### src/rtl/pos_shift_pkg.sv
package pos_shift_pkg;

   typedef enum logic {
      MODE_SHIFT = 1'b0,
      MODE_LOAD  = 1'b1
   } xfer_mode_e;

   // bit positions in the synchronized input bundle
   localparam int unsigned SIG_SCLK = 0;
   localparam int unsigned SIG_LOAD = 1;
   localparam int unsigned SIG_DIN  = 2;
   localparam int unsigned NUM_SIG  = 3;

endpackage

### src/rtl/pos_shift_sync.sv
module pos_shift_sync #(
   parameter int unsigned STAGES = 2,
   parameter int unsigned NSIG   = 3,
   parameter bit          RISE   = 1'b1
) (
   input  logic            clk,
   input  logic            rst_n,
   input  logic [NSIG-1:0] d_i,
   output logic [NSIG-1:0] lvl_o,
   output logic            edge_o
);

   if (STAGES < 2) begin : g_bad_stages
      $error("pos_shift_sync: STAGES must be at least 2");
   end

   logic [STAGES-1:0][NSIG-1:0] stg;
   logic                        prev;

   always_ff @(posedge clk or negedge rst_n) begin
      if (!rst_n) begin
         stg  <= '0;
         prev <= 1'b0;
      end else begin
         stg  <= {stg[STAGES-2:0], d_i};
         prev <= stg[STAGES-1][0];
      end
   end

   assign lvl_o = stg[STAGES-1];

   if (RISE) begin : g_rise
      assign edge_o = lvl_o[0] & ~prev;
   end else begin : g_fall
      assign edge_o = ~lvl_o[0] & prev;
   end


   single_pulse_chk: assert property (@(posedge clk) disable iff (!rst_n)
      edge_o |=> !edge_o);

endmodule

### src/rtl/pos_shift_reg.sv
module pos_shift_reg
   import pos_shift_pkg::*;
#(
   parameter int unsigned WIDTH = 16
) (
   input  logic             clk,
   input  logic             rst_n,
   input  xfer_mode_e       mode_i,
   input  logic             shift_i,
   input  logic             din_i,
   input  logic [WIDTH-1:0] word_i,
   output logic [WIDTH-1:0] q_o
);

   if (WIDTH < 2) begin : g_bad_width
      $error("pos_shift_reg: WIDTH must be at least 2");
   end

   always_ff @(posedge clk or negedge rst_n) begin
      if (!rst_n) begin
         q_o <= '0;
      end else if (mode_i == MODE_LOAD) begin
         q_o <= word_i;
      end else if (shift_i) begin
         q_o <= {q_o[WIDTH-2:0], din_i};
      end
   end


   load_capture_chk: assert property (@(posedge clk) disable iff (!rst_n)
      (mode_i == MODE_LOAD) |=> q_o == $past(word_i));


   shift_lsb_chk: assert property (@(posedge clk) disable iff (!rst_n)
      (mode_i == MODE_SHIFT && shift_i) |=> q_o[0] == $past(din_i));


   shift_move_chk: assert property (@(posedge clk) disable iff (!rst_n)
      (mode_i == MODE_SHIFT && shift_i) |=> q_o[WIDTH-1:1] == $past(q_o[WIDTH-2:0]));


   hold_chk: assert property (@(posedge clk) disable iff (!rst_n)
      (mode_i == MODE_SHIFT && !shift_i) |=> $stable(q_o));

endmodule

### src/rtl/pos_shift_out.sv
module pos_shift_out
   import pos_shift_pkg::*;
#(
   parameter int unsigned WIDTH         = 16,
   parameter int unsigned SYNC_STAGES   = 2,
   parameter bit          SHIFT_ON_RISE = 1'b1,
   parameter bit          DIR_INV_EN    = 1'b1
) (
   input  logic             clk,
   input  logic             rst_n,
   input  logic             sclk_i,
   input  logic             load_i,
   input  logic             sdi_i,
   input  logic             msb_inv_i,
   input  logic [WIDTH-1:0] pos_i,
   output logic             sdo_o
);

   localparam int unsigned TOP = WIDTH - 1;

   if (WIDTH < 2) begin : g_bad_width
      $error("pos_shift_out: WIDTH must be at least 2");
   end
   if (SYNC_STAGES < 2) begin : g_bad_sync
      $error("pos_shift_out: SYNC_STAGES must be at least 2");
   end

   logic [NUM_SIG-1:0] raw_in;
   logic [NUM_SIG-1:0] sync_lvl;
   logic               shift_pulse;
   logic [WIDTH-1:0]   load_word;
   logic [WIDTH-1:0]   shreg;
   xfer_mode_e         mode;

   always_comb begin
      raw_in           = '0;
      raw_in[SIG_SCLK] = sclk_i;
      raw_in[SIG_LOAD] = load_i;
      raw_in[SIG_DIN]  = sdi_i;
   end

   pos_shift_sync #(
      .STAGES (SYNC_STAGES),
      .NSIG   (NUM_SIG),
      .RISE   (SHIFT_ON_RISE)
   ) u_sync (
      .clk    (clk),
      .rst_n  (rst_n),
      .d_i    (raw_in),
      .lvl_o  (sync_lvl),
      .edge_o (shift_pulse)
   );

   assign mode = sync_lvl[SIG_LOAD] ? MODE_LOAD : MODE_SHIFT;

   if (DIR_INV_EN) begin : g_dir_inv
      assign load_word = {pos_i[TOP] ^ msb_inv_i, pos_i[TOP-1:0]};
   end else begin : g_dir_fixed
      assign load_word = pos_i;
   end

   pos_shift_reg #(
      .WIDTH (WIDTH)
   ) u_reg (
      .clk     (clk),
      .rst_n   (rst_n),
      .mode_i  (mode),
      .shift_i (shift_pulse),
      .din_i   (sync_lvl[SIG_DIN]),
      .word_i  (load_word),
      .q_o     (shreg)
   );

   assign sdo_o = shreg[TOP];


   reset_out_chk: assert property (@(posedge clk)
      !rst_n |=> (sdo_o == 1'b0) || rst_n);


   dir_msb_chk: assert property (@(posedge clk) disable iff (!rst_n)
      (mode == MODE_LOAD) |=> shreg[TOP-1:0] == $past(pos_i[TOP-1:0]));

endmodule

### config.mk
export PLATFORM = sky130hd
export DESIGN_NAME = pos_shift_out
export DESIGN_NICKNAME = d
export VERILOG_FILES = /design/src/rtl/pos_shift_pkg.sv /design/src/rtl/pos_shift_sync.sv /design/src/rtl/pos_shift_reg.sv /design/src/rtl/pos_shift_out.sv
export SDC_FILE = /design/constraint.sdc
export NUM_CORES = 1
export LEC_CHECK = 0
export BUFFER_PORTS_ARGS = -buffer_cell sky130_fd_sc_hd__buf_2
export CORE_MARGIN = 4
export CORE_UTILIZATION = 50
export CTS_CLUSTER_DIAMETER = 50
export DETAILED_ROUTE_END_ITERATION = 10
export PLACE_DENSITY = 0.75
export SLEW_MARGIN = 20
export SYNTH_ARGS = -nofsm -noshare
export SYNTH_HDL_FRONTEND = slang
export SYNTH_SLANG_ARGS = --single-unit
### constraint.sdc
create_clock -name clk -period 2.94 [get_ports clk]
set_input_delay 0.147 -clock clk [delete_from_list [all_inputs] [get_ports clk]]
set_output_delay 0.147 -clock clk [all_outputs]
set_load 0.01 [all_outputs]
==> results.md <==
Outcome:
- The run finished with clean final reports.

Pwr:
- Across the VDD grid, the largest voltage drop is 0.401 mV.
- The total power consumption of the routed design is 0.574 mW.
- For this design the ratio of total power to cell area is 518 nW/um^2.
- The standby leakage power is 0.523 nW.

Clocking:
- TritonCTS built the clock tree.
- TritonCTS created 3 clock buffers.
- The clock sink total is 23.
- The latest clock arrival within the worst-skew pair is 300 ps.
- The clock transition at the registers of the reported paths is roughly 120 ps.
- The number of gates resized after CTS is 0.
- The H-tree depth is 1.
- The number of buffers on the longest clock path is 2.
- Clock tree synthesis selected as its root buffer the cell clkbuf_4.

Timing:
- The tightest slew margin relative to the limit is 43.2%.
- The count of final max-slew check failures is 0.
- The setup-violating endpoint count in the final report is 0.
- The maximum frequency from static timing analysis is roughly 0.70 GHz.
- Setup repair after global routing left no endpoint under its margin.
- The worst hold margin is 40.0 ps.
- Across all setup checks in the final design, the least slack found is 1510 ps.
- The final setup TNS is 0 ps.
- The final hold violation count was 0.
- The worst clock skew is 5.53 ps.
- Subtracting the final worst setup slack from the clock period gives 1430 ps.
- The slew of the pin with the lowest slew margin is 853 ps.
- The fraction of the cycle the final worst path needs is 48.8%.

Global routing:
- The wire length of the first global-routing pass is 2860 um.
- Across every metal layer, demand over resource in global routing totals 14.6%.
- The via count of the first global-routing pass came to 665.
- The initial antenna violation count is 0.
- The total overflow left after global routing is 0.
- The pin count of the biggest net entering global routing is 33.

Floorplan:
- The floorplan has 15 rows.
- In this run the vertical extent of the chip is 51.4 um.
- The top-level port count is 23.
- From left edge to right edge, the die measures 51.4 um.
- The initial standard-cell utilization of the core is 53.3%.
- The die covers 2640 um^2.
- The area of the core region is 1760 um^2.

Placed design:
- The post-DP HPWL is 1070 um.
- Once placement completed, the tool counted placed cells totaling 120.
- The number of buffers inserted by port buffering is 22.
- The congestion estimate from routability-driven global placement came to 0.665.
- The worst setup timing slack at the placement stage is ~1500 ps.
- In this run the cell area measured after placement is 1040 um^2.

Logic synthesis:
- The dominant synthesized flop cell is dfrtp_1.
- Ranked by instance count, the synthesized netlist is headed by dfrtp_1, mux2i_1, nand2_1.
- For this run, asynchronously set or reset flops after synthesis account for 100%.
- The most area-hungry cell type in the Yosys netlist is dfrtp_1.
- The netlist uses 10 different library cells.
- In this run the biggest area consumer among cell types represents between 60% and 70% of the synthesized area.
- In this run the cell area of the synthesized design comes to 941 um^2.
- Synthesis produced a netlist with a net count of 100.
- The synthesized design contains 0 enable-type register cells.
- The per-instance average area after synthesis is about 12 um^2.
- The share of the Yosys chip area taken by registers is 61.2%.
- Among all cell types in the netlist, the one instantiated most often is dfrtp_1.
- Ranked by total cell area, the synthesized netlist is headed by dfrtp_1, mux2i_1, nand2_1.
- The count of warnings emitted by yosys is 0.
- The number of flip-flops and latches in the synthesized netlist is 23.
- Synthesis handed over a netlist of 78 instances.

Worst setup path:
- The critical path launch point type is a flop.
- The worst path buffer plus inverter count is 0.
- The worst endpoint data arrival time is 1590 ps.
- The highest cell delay on the worst timing path is 540 ps.
- The critical path data required time is about 3100 ps.
- The cell family contributing the most delay on the critical path is simple AND/OR/NAND/NOR gates.
- STA classifies the critical path endpoint as a flop.
- Traced cell by cell, the critical path runs through nor2b_4 > mux2i_1 > o21ai_1.
- The largest individual stage delay along the critical path comes from the cell nor2b_4.
- The critical path in this run is classified as flop to flop.
- The maximum fanout along the worst path is 16.

Routing:
- The detailed-router iteration count before antenna repair is 4.
- The remaining antenna violation count after routing is 0.
- In the routed design, unresolved DRC markers number 0.
- The vias after detailed routing is ~620.
- The average detailed-routed wire length per instance is 12.2 um.
- The via density per instance is roughly 4.8.
- After the first detailed-routing iteration, the DRC count stood at 3.
- Wires add up to between 1500 and 2000 um.

Finish:
- The repair_antennas step left the layout with diodes totalling 0.
- Compared with the post-synthesis result, the final layout area differs by 17.7%.
- The finished layout holds 128 standard cells, fillers aside.
- The area of all placed cells without fillers is 1110 um^2.
- The layout cell share with drive strength beyond 1 is 26.2%.
- The post-layout net count is approximately 130.
- The number of fillers in the final layout is 163.
- Measured on the finished design, the core utilization comes to 62.8%.

Worst hold path:
- The min-delay analysis places its worst path in the category primary input to flop.

Run:
- The count of maximum capacitance violations is 0.
[placed cells by master (no fill, tap or decap)]
cell type	netlist	layout
nor2b_4	1	1
dfrtp_1	23	23
clkbuf_4	0	3
o21ai_1	10	10
dlygate4sd3_1	0	4
nand2_1	16	16
xor2_1	1	1
clkinv_2	0	1
buf_2	0	22
mux2i_1	16	16
o21ai_0	6	6
[sequential cells by signal, indices dropped and copies added (netlist names)]
register,cells
u_reg.q_o,16
u_sync.prev,1
u_sync.lvl_o,3
u_sync.stg,3
[layer usage]
| metal | vias up | track usage, % | part of all wire [%] |
|---|---|---|---|
| met4 | 0 | 7.86 | 1.3 |
| met1 | 292 | 17.4 | 42 |
| met5 | - | 0 | 0 |
| met2 | 12 | 24.8 | 52 |
| li1 | 311 | - | - |
| met3 | 2 | 2.62 | 4.5 |
[worst reg2reg max path, stage by stage (launching register included)]
cell and delay (ps):
dfrtp_1 380, nor2b_4 540, mux2i_1 290, o21ai_1 80
[worst paths after layout]
| path | slack (ps) | start | end | cells past startpoint |
|---|---|---|---|---|
| hold reg to reg | 370 | u_sync.stg[0]$_DFF_PN0_ | u_sync.lvl_o[0]$_DFF_PN0_ | 0 |
| setup / recovery | 1510 | u_sync.lvl_o[0]$_DFF_PN0_ | u_reg.q_o[12]$_DFFE_PN0P_ | 3 |
| max in group asynchronous | 2270 | rst_n | u_reg.q_o[11]$_DFFE_PN0P_ | 2 |
| hold / removal | 40 | pos_i[0] | u_reg.q_o[0]$_DFFE_PN0P_ | 3 |
| setup reg to reg | 1510 | u_sync.lvl_o[0]$_DFF_PN0_ | u_reg.q_o[12]$_DFFE_PN0P_ | 3 |
| min in group asynchronous | 320 | rst_n | u_sync.lvl_o[2]$_DFF_PN0_ | 2 |
[logic make-up (layout without fill, tap and decap cells)]
logic type	Yosys count	after routing	share of synthesized area (%)
buf+inv	5	30	4.52
flops	23	23	61.2
mux	16	16	17.0
xor+xnor	1	1	0.931
compound gates	16	16	8.51
simple gates	17	17	7.85
[power by group]
part           leakage (nW)  internal [mW]  switching (mW)
clock network        0.0177         0.0507          0.0888
logic                 0.230         0.0381          0.0319
registers             0.276          0.344          0.0201
total                 0.523          0.433           0.141
[layout make-up]
cell class	count	area [um^2]	share of cell area, %
multi-input cells	50	323	29.2
well taps	25	31.3	2.82
clock buffers	3	22.5	2.03
repair buffers	26	150	13.6
clock inverters	1	5.00	0.452
flip-flops and latches	23	576	52.0
[what timing repair did]
| action | CTS | global route |
|---|---|---|
| buffers inserted | 0 | 0 |
| hold endpoints to repair | 26 | 0 |
| hold buffers | 4 | 0 |
(Power assumes the default switching activity.)
